## config.mk

```make
export PLATFORM = sky130hd
export DESIGN_NAME = dram_refresh_ctrl
export DESIGN_NICKNAME = d
export VERILOG_FILES = /design/src/rtl/dref_pkg.sv /design/src/rtl/dref_interval.sv /design/src/rtl/dref_reqq.sv /design/src/rtl/dref_seq.sv /design/src/rtl/dram_refresh_ctrl.sv
export SDC_FILE = /design/constraint.sdc
export NUM_CORES = 1
export LEC_CHECK = 0
export BUFFER_PORTS_ARGS = -buffer_cell sky130_fd_sc_hd__buf_2
export CAP_MARGIN = 20
export CELL_PAD_IN_SITES_DETAIL_PLACEMENT = 0
export CELL_PAD_IN_SITES_GLOBAL_PLACEMENT = 1
export CORE_MARGIN = 3
export CORE_UTILIZATION = 50
export CTS_CLUSTER_SIZE = 28
export DETAILED_ROUTE_END_ITERATION = 8
export GPL_TIMING_DRIVEN = 0
export HOLD_SLACK_MARGIN = 0.02
export PLACE_DENSITY = 0.89
export SYNTH_ARGS = -nofsm -noshare
export SYNTH_HDL_FRONTEND = slang
export SYNTH_HIERARCHICAL = 1
export SYNTH_SLANG_ARGS = --single-unit
```

## constraint.sdc

```tcl
create_clock -name clk -period 4.9 [get_ports clk]
set_input_delay 0.735 -clock clk [delete_from_list [all_inputs] [get_ports clk]]
set_output_delay 0.735 -clock clk [all_outputs]
set_load 0.02 [all_outputs]
```

## src/rtl/dref_pkg.sv

```systemverilog
package dref_pkg;

    typedef enum logic [2:0] {
        ST_IDLE  = 3'd0,
        ST_ROW   = 3'd1,
        ST_COL   = 3'd2,
        ST_RF_RD = 3'd3,
        ST_RF_WB = 3'd4
    } dref_state_e;

    typedef struct packed {
        logic ras;
        logic cas;
        logic we;
    } dref_strobe_t;

endpackage

```

## src/rtl/dref_interval.sv

```systemverilog
module dref_interval #(
    parameter int CNT_W = 16
) (
    input  logic             clk,
    input  logic             rst_n,
    input  logic [CNT_W-1:0] interval,
    output logic             tick
);
    typedef struct packed {
        logic [CNT_W-1:0] cnt;
    } tmr_t;

    tmr_t tmr_q, tmr_d;

    always_comb begin
        tmr_d = tmr_q;
        tick  = 1'b0;
        if (interval == '0) begin
            tmr_d.cnt = '0;
        end else if (tmr_q.cnt >= interval - 1'b1) begin
            tick      = 1'b1;
            tmr_d.cnt = '0;
        end else begin
            tmr_d.cnt = tmr_q.cnt + 1'b1;
        end
    end

    always_ff @(posedge clk) begin
        if (!rst_n) tmr_q <= '0;
        else        tmr_q <= tmr_d;
    end
endmodule

```

## src/rtl/dref_reqq.sv

```systemverilog
module dref_reqq #(
    parameter int AW    = 18,
    parameter int DEPTH = 4
) (
    input  logic          clk,
    input  logic          rst_n,
    input  logic          push,
    input  logic          push_we,
    input  logic [AW-1:0] push_addr,
    input  logic          push_wdata,
    input  logic          pop,
    output logic          empty,
    output logic          full,
    output logic          head_we,
    output logic [AW-1:0] head_addr,
    output logic          head_wdata
);
    localparam int EW = AW + 2;
    localparam int PW = (DEPTH > 1) ? $clog2(DEPTH) : 1;

    typedef struct packed {
        logic [DEPTH-1:0][EW-1:0] slot;
        logic [PW-1:0]            wp;
        logic [PW-1:0]            rp;
        logic [PW:0]              cnt;
    } q_t;

    q_t q_q, q_d;
    logic push_ok;

    assign empty = (q_q.cnt == '0);
    assign full  = (q_q.cnt == (PW+1)'(DEPTH));
    assign push_ok = push && !full;
    assign {head_we, head_addr, head_wdata} = q_q.slot[q_q.rp];

    always_comb begin
        q_d = q_q;
        if (push_ok) begin
            q_d.slot[q_q.wp] = {push_we, push_addr, push_wdata};
            q_d.wp = (q_q.wp == PW'(DEPTH - 1)) ? '0 : q_q.wp + 1'b1;
        end
        if (pop && !empty) begin
            q_d.rp = (q_q.rp == PW'(DEPTH - 1)) ? '0 : q_q.rp + 1'b1;
        end
        if (push_ok && !(pop && !empty))      q_d.cnt = q_q.cnt + 1'b1;
        else if (!push_ok && (pop && !empty)) q_d.cnt = q_q.cnt - 1'b1;
    end

    always_ff @(posedge clk) begin
        if (!rst_n) q_q <= '0;
        else        q_q <= q_d;
    end
endmodule

```

## src/rtl/dref_seq.sv

```systemverilog
module dref_seq
    import dref_pkg::*;
#(
    parameter int HALF_W = 9
) (
    input  logic                  clk,
    input  logic                  rst_n,
    input  logic                  tick,
    input  logic                  q_empty,
    input  logic                  head_we,
    input  logic [2*HALF_W-1:0]   head_addr,
    input  logic                  head_wdata,
    output logic                  pop,
    output logic [HALF_W-1:0]     mem_addr,
    output dref_strobe_t          strobe,
    output logic                  mem_wdata,
    input  logic                  mem_rdata,
    output logic                  rd_valid,
    output logic                  rd_data,
    output logic                  rfsh_act
);
    localparam int ADDR_W = 2 * HALF_W;
    localparam logic [HALF_W-1:0] ROW_LAST = '1;

    typedef struct packed {
        dref_state_e        st;
        logic [HALF_W-1:0]  row;
        logic               pend;
        logic               cur_we;
        logic [ADDR_W-1:0]  cur_addr;
        logic               cur_wdata;
        logic               rdv;
        logic               rdd;
    } seq_t;

    seq_t s_q, s_d;

    always_comb begin
        s_d      = s_q;
        pop      = 1'b0;
        s_d.pend = s_q.pend | tick;
        s_d.rdv  = 1'b0;
        unique case (s_q.st)
            ST_IDLE: begin
                if (s_q.pend) begin
                    s_d.st   = ST_RF_RD;
                    s_d.pend = tick;
                end else if (!q_empty) begin
                    pop           = 1'b1;
                    s_d.cur_we    = head_we;
                    s_d.cur_addr  = head_addr;
                    s_d.cur_wdata = head_wdata;
                    s_d.st        = ST_ROW;
                end
            end
            ST_ROW: s_d.st = ST_COL;
            ST_COL: begin
                s_d.st = ST_IDLE;
                if (!s_q.cur_we) begin
                    s_d.rdv = 1'b1;
                    s_d.rdd = mem_rdata;
                end
            end
            ST_RF_RD: s_d.st = ST_RF_WB;
            ST_RF_WB: begin
                s_d.row = s_q.row + 1'b1;
                s_d.st  = (s_q.row == ROW_LAST) ? ST_IDLE : ST_RF_RD;
            end
            default: s_d.st = ST_IDLE;
        endcase
    end

    always_comb begin
        strobe    = '0;
        mem_addr  = '0;
        mem_wdata = 1'b0;
        unique case (s_q.st)
            ST_ROW: begin
                strobe.ras = 1'b1;
                mem_addr   = s_q.cur_addr[HALF_W-1:0];
            end
            ST_COL: begin
                strobe.cas = 1'b1;
                strobe.we  = s_q.cur_we;
                mem_addr   = s_q.cur_addr[ADDR_W-1:HALF_W];
                mem_wdata  = s_q.cur_we & s_q.cur_wdata;
            end
            ST_RF_RD: begin
                strobe.ras = 1'b1;
                mem_addr   = s_q.row;
            end
            ST_RF_WB: begin
                strobe.ras = 1'b1;
                strobe.we  = 1'b1;
                mem_addr   = s_q.row;
            end
            default: ;
        endcase
    end

    assign rd_valid = s_q.rdv;
    assign rd_data  = s_q.rdd;
    assign rfsh_act = (s_q.st == ST_RF_RD) || (s_q.st == ST_RF_WB);

    always_ff @(posedge clk) begin
        if (!rst_n) s_q <= '0;
        else        s_q <= s_d;
    end
endmodule

```

## src/rtl/dram_refresh_ctrl.sv

```systemverilog
module dram_refresh_ctrl
    import dref_pkg::*;
#(
    parameter int HALF_W = 9,
    parameter int QDEPTH = 4,
    parameter int CNT_W  = 16
) (
    input  logic                clk,
    input  logic                rst_n,
    input  logic [CNT_W-1:0]    rfsh_interval,
    input  logic                host_valid,
    input  logic                host_we,
    input  logic [2*HALF_W-1:0] host_addr,
    input  logic                host_wdata,
    output logic                host_full,
    output logic                host_stall,
    output logic                rd_valid,
    output logic                rd_data,
    output logic [HALF_W-1:0]   mem_addr,
    output logic                mem_ras,
    output logic                mem_cas,
    output logic                mem_we,
    output logic                mem_wdata,
    input  logic                mem_rdata
);
    localparam int ADDR_W = 2 * HALF_W;

    logic              tick;
    logic              q_empty;
    logic              pop;
    logic              head_we;
    logic [ADDR_W-1:0] head_addr;
    logic              head_wdata;
    logic              rfsh_act;
    dref_strobe_t      strobe;

    dref_interval #(.CNT_W(CNT_W)) u_tmr (
        .clk      (clk),
        .rst_n    (rst_n),
        .interval (rfsh_interval),
        .tick     (tick)
    );

    dref_reqq #(.AW(ADDR_W), .DEPTH(QDEPTH)) u_q (
        .clk        (clk),
        .rst_n      (rst_n),
        .push       (host_valid),
        .push_we    (host_we),
        .push_addr  (host_addr),
        .push_wdata (host_wdata),
        .pop        (pop),
        .empty      (q_empty),
        .full       (host_full),
        .head_we    (head_we),
        .head_addr  (head_addr),
        .head_wdata (head_wdata)
    );

    dref_seq #(.HALF_W(HALF_W)) u_seq (
        .clk        (clk),
        .rst_n      (rst_n),
        .tick       (tick),
        .q_empty    (q_empty),
        .head_we    (head_we),
        .head_addr  (head_addr),
        .head_wdata (head_wdata),
        .pop        (pop),
        .mem_addr   (mem_addr),
        .strobe     (strobe),
        .mem_wdata  (mem_wdata),
        .mem_rdata  (mem_rdata),
        .rd_valid   (rd_valid),
        .rd_data    (rd_data),
        .rfsh_act   (rfsh_act)
    );

    assign mem_ras    = strobe.ras;
    assign mem_cas    = strobe.cas;
    assign mem_we     = strobe.we;
    assign host_stall = rfsh_act;
endmodule

```

## Yosys cells after proc, flatten, opt, wreduce, memory -nomap -nowiden

Cells that the tools add are included.

- Register bits after elaboration: 138
- Input bits: 40
- Logic and storage cells: 90

- Add/subtract/negate cells: 7
- $lt $le $gt $ge: 4
- Equal/unequal tests: 9
- Multiplexer cells: 28
- Bitwise logic cells: 6
- Reductions and logical operators: 20

Operator list:

| cell | count |
|---|---|
| $bwmux W80 | 1 |
| $mux W20 | 4 |
| $bmux W20 S2 | 1 |
| $demux W20 S2 | 1 |
| $pmux W9 S3 | 1 |
| $mux W21 | 1 |
| $add A16 B1 Y16 const B | 1 |
| $ge A16 B16 Y1 | 1 |
| $logic_not A16 Y1 | 1 |
| $sub A16 B1 Y16 const B | 1 |
| $mux W3 | 4 |
| $pmux W3 S4 | 1 |
| $add A9 B1 Y9 const B | 1 |
| $eq A9 B9 Y1 const B | 1 |
| $mux W1 | 9 |
| $mux W2 | 4 |
| $eq A3 B2 Y1 const B | 2 |
| $eq A3 B3 Y1 const B | 2 |
| $logic_not A3 Y1 | 2 |
| $lt A2 B3 Y1 const B | 2 |
| $reduce_or A3 Y1 | 2 |
| $logic_and A1 B1 Y1 | 5 |
| $add A2 B1 Y2 const B | 2 |
| $eq A2 B2 Y1 const B | 2 |
| other kinds (15) | 22 |

## Longest topological paths before layout

Gate-level depths: netlist of run 1.

- Word-level depth: 8
- Gate-level depth with buffers: 14
- Gate-level depth less buffers: 14

## By module

The synthesis of run 1 kept the hierarchy.

By module, submodules not included:

| module | times used | cells an instance | area each (um2) | sequential area each (um2) |
|---|---|---|---|---|
| dref_reqq | 1 | 355 | 3838.7 | 1741.7 |
| dref_seq | 1 | 204 | 1666.6 | 700.7 |
| dref_interval | 1 | 154 | 1310.0 | 320.3 |

## Least setup slack after synthesis of run 1

OpenSTA, ideal clock, no wires.

- Path type: input -> register
- From: input port rfsh_interval[6]
- To: register u_tmr/tmr_q[7] (netlist bit)
- Data arrival time: 3.205 ns
- Path slack: 1.630 ns
- Cell stages on the path: 12
- Cell sequence: or4_4 > nand2b_4 > or2_4 > nor4_4 > xnor2_1 > ha_1 > a211oi_1 > o21bai_1 > a211oi_1 > nand3_2 > buf_6 > nor2_1

- Cells in the longest elaborated chain, start to end: 3
- Elaborated cells between the ends (all ways): 4
- Classes of those cells: add/sub (1); order compare (1); reduce/logical (2)

Ends and longest elaborated chain:

| element | line | RTL |
|---|---|---|
| from (decl) | dram_refresh_ctrl.sv:10 | `input logic [CNT_W-1:0] rfsh_interval,` |
| $sub A16 B1 Y16 | dref_interval.sv:20 | `end else if (tmr_q.cnt >= interval - 1'b1) begin` |
| $ge A16 B16 Y1 | dref_interval.sv:20 |  |
| $reduce_or A3 Y1 (no line) * | - |  |
| to (signal assigned) | dref_interval.sv:30 | `else tmr_q <= tmr_d;` |
| to (decl) | dref_interval.sv:13 | `tmr_t tmr_q, tmr_d;` |

Mark *: on every way between the ends. The rest lies on a longest branch, timed or not.
A chain may end at the register's enable or synchronous reset.

## Final worst setup path of run 1

- From: input port rfsh_interval[6]
- To: register u_seq/s_q[22] (netlist bit)

- Cells in the longest elaborated chain, start to end: 7
- Elaborated cells between the ends (all ways): 8
- Classes of those cells: add/sub (1); order compare (1); mux (4); bitwise (1); reduce/logical (1)

Ends and longest elaborated chain:

| element | line | RTL |
|---|---|---|
| $sub A16 B1 Y16 | dref_interval.sv:20 |  |
| $ge A16 B16 Y1 | dref_interval.sv:20 |  |
| $mux W1 | dref_interval.sv:20 |  |
| $mux W1 * | dref_interval.sv:18 | `if (interval == '0) begin` |
| named net tick | dram_refresh_ctrl.sv:28 | `logic tick;` |
| $or A1 B1 Y1 | dref_seq.sv:41 | `s_d.pend = s_q.pend \| tick;` |
| $mux W1 | dref_seq.sv:45 | `if (s_q.pend) begin` |
| $mux W21 * | dref_seq.sv:43 | `unique case (s_q.st)` |
| to (signal assigned) | dref_seq.sv:106 | `if (!rst_n) s_q <= '0;` |
| to (signal assigned) | dref_seq.sv:107 | `else s_q <= s_d;` |
| to (decl) | dref_seq.sv:36 | `seq_t s_q, s_d;` |

Mark *: on every way through the listed nets, which the timed path passes. The rest lies on a longest branch.

==> metrics.csv, run 1 <==
metric;value;unit
status;completed;
cp-end-kind;flip-flop;
yosysWarnings;6;
crit_slowest_cell;or4_4;
worst_ep_required_time;5260;ps
ant_nets;0;
power.share.clock;37.4;%
postCtsSetupBuffers;0;
min-delay-start;u_q/q_q[32];
syn_avg_cell_area;9.56;um2
p_total;3460;uW
p_leak;0.00298;uW
syn_area;6820;um2
dieHeight;123;um
cts_tree;built;
clk_latency;420;ps
finalSetupTns;0;ps
switching_share;31.1;%
drt-initial-drc-count;402;
clock_path_buffers;2;
finalHoldViolCount;0;
root_buffer;clkbuf_16;
die_area;15100;um2
async_flop_share;0;%
ff2ff_path_depth;11;
grtUsageTotal;22.8;%
cts_inserted_buffers;17;
synth_top_family_by_area;multiplexers;
pin_count;57;
cap_violations;0;
clock-sinks;138;
nets;855;
crit_buf_inv;1;
power.density;437;nW/um2
pwr-share-comb;24.3;%
routed.top_layer;met4;
rr_endpoint;u_q/q_q[2];
setup_viol;0;
hold_buffers;0;
initial_core_util;51.3;%
ys.flop_type;dfxtp_1;
reg2reg_from;u_q/q_q[0];
synth_seq_cells;138;
synth_edf_count;0;
wl_met1;7670;um
ys_seq_area_share;40.5;%
totalWireLength;16200;um
critPathMaxStageDelay;560;ps
p_int;2380;uW
drive_gt1_share;17.5;%
critPathLaunchType;input pin;
synth_fa_ha_area_share;5.07;%
ctsResizeCount;0;
final_cell_mix;dfxtp_1, nand2_1, mux2i_1;
crit_end;u_seq/s_q[22];
yosys.area_share.simple;18.1;%
cp-startpoint;rfsh_interval[6];
area_delta_synth_final;16.2;%
hp-class;flip-flop to flip-flop;
gp_congestion;0.873;
tightest_slew;646;ps
period_minus_slack;3470;ps
cp.arrival;3830;ps
final_common_cell;dfxtp_1;
finalMaxSlewViolations;0;
synth_cells;713;
num_antenna_cells;0;
wl_met3;772;um
muxShareOfSynthArea;19.4;%
drc;0;
die_x;123;um
fin_skew;7.92;ps
crit_family;simple AND/OR/NAND/NOR gates;
crit_fanout;4;
antenna_found_initial;0;
wl_per_cell;16.6;um
period_share;70.9;%
rsz0062_at_grt;no;
synthXorXnorAreaFrac;3.98;%
synth-compound-area-share;8.63;%
rows;42;
crit_chain;buf_2, or4_4, nand2b_4, or2_4, nor4_4, xnor2_1, ha_1, nand4_1, nor3_1, o311ai_1, nand3b_1, a21boi_0, a21oi_1, nor2_1;
grt_max_degree;17;
first_global_vias;5261;
dr_total_vias;5404;
path_depth;14;
path_class;input pin to flip-flop;
wl_met2;7520;um
grt-ovfl-total;0;
via_per_inst;5.54;
maxSlewHeadroom;56.9;%
max_freq;288;MHz
io_buffer_count;56;
synthesis.nets;780;
dp_hpwl;11900;um
clk_pin_slew_worst_paths;60;ps
htree_levels;4;
dr.pass1.iters;5;
placeableCoreArea;13300;um2
rrSetupSlack;1810;ps
synth_cell_types;56;
ir_worst_vdd;0.000273;V
seqPwrFrac;38.2;%
p_sw;1080;uW
grt_pass1_wl;26400;um
## cells in the mapped netlist (2+ instances only)
cell / number / share of area, %
nand4_1: 4 / 0.37
xor2_1: 12 / 1.5
and3_1: 3 / 0.28
ha_1: 26 / 4.8
and2_1: 2 / 0.18
nor2b_1: 9 / 0.83
nand3_1: 31 / 2.3
or3_1: 4 / 0.37
or4_1: 4 / 0.44
buf_2: 5 / 0.37
mux2i_1: 85 / 12
a211oi_1: 2 / 0.22
a22oi_1: 9 / 0.99
dfxtp_1: 138 / 41
nor2_1: 36 / 2.0
a21o_1: 2 / 0.22
a21oi_1: 32 / 2.3
nor3b_1: 2 / 0.22
nand2b_1: 3 / 0.28
o21ai_0: 30 / 2.2
nor4_1: 4 / 0.37
nor3_1: 8 / 0.59
o31ai_1: 5 / 0.55
buf_6: 9 / 1.5
nand2_1: 133 / 7.3
o2bb2ai_1: 7 / 0.90
xnor2_1: 19 / 2.4
mux2_2: 2 / 0.33
mux4_2: 20 / 6.6
inv_1: 10 / 0.55
clkbuf_1: 26 / 1.4
a21boi_0: 2 / 0.22
buf_4: 4 / 0.44
nor3_2: 3 / 0.44
## per-stage QoR
step	std cells	utilization [%]	hold WS, ps	worst slack, ps	cell area, um2
2_1_floorplan	713	-	430	1630	6820
3_3_place_gp	945	55.0	439	1020	7320
3_5_place_dp	945	55.0	446	979	7320
4_1_cts	976	59.5	455	1390	7920
5_1_grt	976	59.5	469	1210	7920
6_report	976	59.5	453	1430	7920
## layer usage
metal	vias to the layer above	global-route usage (%)
met4	0	7.84
met2	146	35.4
met5	-	0
met1	2579	31.2
li1	2658	-
met3	21	5.25
## flip-flops by register name, indices dropped and copies added (netlist names)
| register | count |
|---|---|
| u_q/q_q | 87 |
| u_seq/rd_data | 1 |
| u_seq/rd_valid | 1 |
| u_tmr/tmr_q | 16 |
| u_seq/s_q | 33 |
## worst min-delay path, delay by kind of cell (launching register included)
| family | cells | cell delay [ps] |
|---|---|---|
| flops | 1 | 300 |
| mux | 1 | 50 |
| simple gates | 1 | 50 |
## cell type report
class,count,area (um2)
Clock inverter,14,175
Inverter,10,37.5
Multi-Input combinational cell,521,3760
Tap cell,176,220
Sequential cell,138,2760
Fill cell,1117,5380
Buffer,44,254
Clock buffer,17,425
Timing Repair Buffer,56,280
## power by group through the flow
stage / clock network [uW] / logic [uW] / registers [uW]
2_1_floorplan: 0 / 632 / 1320
3_3_place_gp: 0 / 809 / 1340
3_5_place_dp: 0 / 834 / 1340
4_1_cts: 1310 / 841 / 1320
5_1_grt: 1360 / 927 / 1330
6_report: 1290 / 841 / 1320
## how the worst min path moves through the flow
stage                           to  slack, ps  cells past startpoint
floorplan           u_tmr/tmr_q[0]        430                      1
global placement       u_q/q_q[40]        440                      2
detailed placement     u_q/q_q[32]        450                      2
CTS                    u_q/q_q[32]        450                      2
global route           u_q/q_q[80]        470                      2
finish                 u_q/q_q[32]        450                      2
## cell families after synthesis
logic type               after synthesis
multiplexers                         107
AND/OR/NAND/NOR                      259
adder cells (fa/ha/maj)               27
flip-flops                           138
AO/OA/AOI/OAI                         97
XOR/XNOR                              31
buffers and inverters                 54
(Power assumes the default switching activity.)
==> inputs of run 2 (changes only) <==
--- a/config.mk
+++ b/config.mk
@@ -10,12 +10,12 @@
 export CELL_PAD_IN_SITES_DETAIL_PLACEMENT = 0
 export CELL_PAD_IN_SITES_GLOBAL_PLACEMENT = 1
 export CORE_MARGIN = 3
-export CORE_UTILIZATION = 50
+export CORE_UTILIZATION = 47
 export CTS_CLUSTER_SIZE = 28
 export DETAILED_ROUTE_END_ITERATION = 8
 export GPL_TIMING_DRIVEN = 0
 export HOLD_SLACK_MARGIN = 0.02
-export PLACE_DENSITY = 0.89
+export PLACE_DENSITY = 0.84
 export SYNTH_ARGS = -nofsm -noshare
 export SYNTH_HDL_FRONTEND = slang
 export SYNTH_HIERARCHICAL = 1
==> constraint.sdc (replaced) <==
create_clock -name clk -period 3.4 [get_ports clk]
set_input_delay 0.51 -clock clk [delete_from_list [all_inputs] [get_ports clk]]
set_output_delay 0.51 -clock clk [all_outputs]
set_load 0.02 [all_outputs]
==> run 2 against run 1 <==
  * Setup slack got worse by 1200 ps
  * Register-to-register slack got worse by 1500 ps
  * Wire length increased by 2.0%
  * Total power increased by 42%
  * Flip-flop and latch count unchanged
  * Critical path type unchanged
==> metrics.csv, run 2 (same netlist as run 1, synthesis figures left out) <==
metric;value;unit;change
status;completed;;
via_per_inst;5.53;;-0.21%
final_cell_mix;dfxtp_1, nand2_1, mux2i_1;;
fillers;1245;;+11%
dieHeight;126;um;+3.0%
crit_slowest_cell;or4_4;;
ant_nets;0;;unchanged
crit_end;u_seq/s_q[22];;
reg2reg_from;u_q/q_q[0];;
htree_levels;4;;unchanged
initial_core_util;48.5;%;-2.7 points
final_common_cell;dfxtp_1;;
crit_chain;buf_2, or4_4, nand2b_4, or2_4, nor4_4, xnor2_1, ha_1, nand4_1, nor3_2, o311ai_1, nand3b_1, a21boi_0, a21oi_1, nor2_1;;
placeableCoreArea;14000;um2;+5.6%
dp_hpwl;12100;um;+1.1%
cp-end-kind;flip-flop;;
rrSetupSlack;270;ps;-1540 ps
cp.arrival;3530;ps;-300 ps
grt_max_degree;17;;unchanged
hp-class;input pin to flip-flop;;
multi_input_area;3780;um2;+0.43%
fin_skew;7.61;ps;-0.308 ps
cts_tree;built;;
reg_top3;u_q/q_q: 87 flops, u_seq/s_q: 33 flops, u_tmr/tmr_q: 16 flops;;
dr_total_vias;5409;;+0.093%
p_leak;0.00300;uW;+0.40%
finalMaxSlewViolations;0;;unchanged
period_share;93.7;%;
worst_ep_required_time;3750;ps;-1510 ps
critPathMaxStageDelay;570;ps;about the same
clock_path_buffers;2;;unchanged
ir_worst_vdd;0.000397;V;+46%
largest_reg_flops;87;;unchanged
totalWireLength;16600;um;+2.0%
nets;855;;unchanged
root_buffer;clkbuf_16;;
drt-initial-drc-count;353;;-12%
setup_viol;0;;unchanged
area_delta_synth_final;15.9;%;
hold_buffers;0;;unchanged
wl_per_cell;16.9;um;+1.7%
largest-register;u_q/q_q;;
grtUsageTotal;21.1;%;-1.6 points
grt_pass1_wl;27300;um;+3.3%
tightest_slew;693;ps;+47.2 ps
grt-ovfl-total;0;;unchanged
num_antenna_cells;0;;unchanged
rsz0062_at_grt;no;;
power.density;620;nW/um2;+42%
rows;43;;+2.4%
max_freq;314;MHz;
maxSlewHeadroom;53.8;%;-3.1 points
cap_violations;0;;unchanged
critPathLaunchType;input pin;;
clock-sinks;138;;unchanged
rr_endpoint;u_q/q_q[2];;
dr.pass1.iters;5;;unchanged
regArea;2760;um2;unchanged
postCtsSetupBuffers;0;;unchanged
finalHoldViolCount;0;;unchanged
drive_gt1_share;17.4;%;-0.10 points
gp_congestion;0.813;;-6.9%
clk_latency;410;ps;about the same
path_class;input pin to flip-flop;;
pin_count;57;;unchanged
period_minus_slack;3180;ps;
antenna_found_initial;0;;unchanged
drc;0;;unchanged
ctsResizeCount;0;;unchanged
io_buffer_count;56;;unchanged
layout_setup_ws;215;ps;-1210 ps
clk_pin_slew_worst_paths;60;ps;about the same
cp-startpoint;rfsh_interval[6];;
cts_inserted_buffers;17;;unchanged
ff2ff_path_depth;11;;unchanged
utilization;56.2;%;-3.3 points
place_ws;-287;ps;-1270 ps
crit_fanout;4;;unchanged
die_x;126;um;+3.0%
die_area;16000;um2;+6.1%
first_global_vias;5561;;+5.7%
run 2: cell types whose count changed in the layout (fill, tap and decap cells not counted):
cell,previous run,this run
clkinv_2,1,6
nor3_2,3,4
nor3_1,8,6
clkinv_4,3,1
inv_6,1,0
bufinv_16,3,2
clkbuf_8,0,2
nor3_4,0,1
clkbuf_1,26,28
clkinvlp_4,6,0
run 2: area by class of cell:
class	count	area share, %
multi-input cells	521	47.8
flip-flops and latches	138	35.0
clock buffers	21	5.83
repair buffers	56	3.55
plain buffers	44	3.22
well taps	180	2.85
clock inverters	9	1.25
inverters	10	0.475
run 2: how the worst min path moves through the flow:
stage | depth (start not counted) | from | endpoint
detailed placement | 2 | u_q/q_q[37] | u_q/q_q[37]
floorplan | 1 | u_tmr/tmr_q[0] | u_tmr/tmr_q[0]
CTS | 3 | mem_rdata | u_seq/rd_data
global route | 3 | mem_rdata | u_seq/rd_data
global placement | 2 | u_q/q_q[48] | u_q/q_q[48]
finish | 3 | mem_rdata | u_seq/rd_data
run 2: power breakdown:
group / total, uW / internal [uW] / switching, uW / leakage (uW)
logic: 1230 / 509 / 722 / 0.00160
registers: 1910 / 1780 / 132 / 0.00112
clock network: 1760 / 1100 / 655 / 0.000282
total: 4900 / 3390 / 1510 / 0.00300
run 2: stage by stage:
| stage | instances | cell area, um2 | hold slack, ps | total power [uW] | TNS, ps |
|---|---|---|---|---|---|
| after floorplan | 713 | 6820 | 430 | 2810 | 0 |
| after global placement | 949 | 7320 | 439 | 3100 | -1430 |
| after detailed placement | 949 | 7320 | 443 | 3150 | -1630 |
| after CTS | 979 | 7880 | 323 | 4910 | 0 |
| after global routing | 979 | 7900 | 364 | 5140 | 0 |
| final | 979 | 7900 | 336 | 4900 | 0 |
run 2: metal layers:
layer | up-vias | global-route usage (%) | wire length (um)
li1 | 2661 | - | -
met1 | 2591 | 26.9 | 7410
met2 | 136 | 35.9 | 7970
met3 | 21 | 5.31 | 940
met4 | 0 | 5.62 | 227
met5 | - | 0 | 0
run 2: critical path: cells and delay by family:
| kind | cells | cell delay, ps |
|---|---|---|
| buffers and inverters | 1 | 110 |
| XOR/XNOR | 1 | 110 |
| AO/OA/AOI/OAI | 3 | 670 |
| AND/OR/NAND/NOR | 8 | 1820 |
| adder cells (fa/ha/maj) | 1 | 300 |
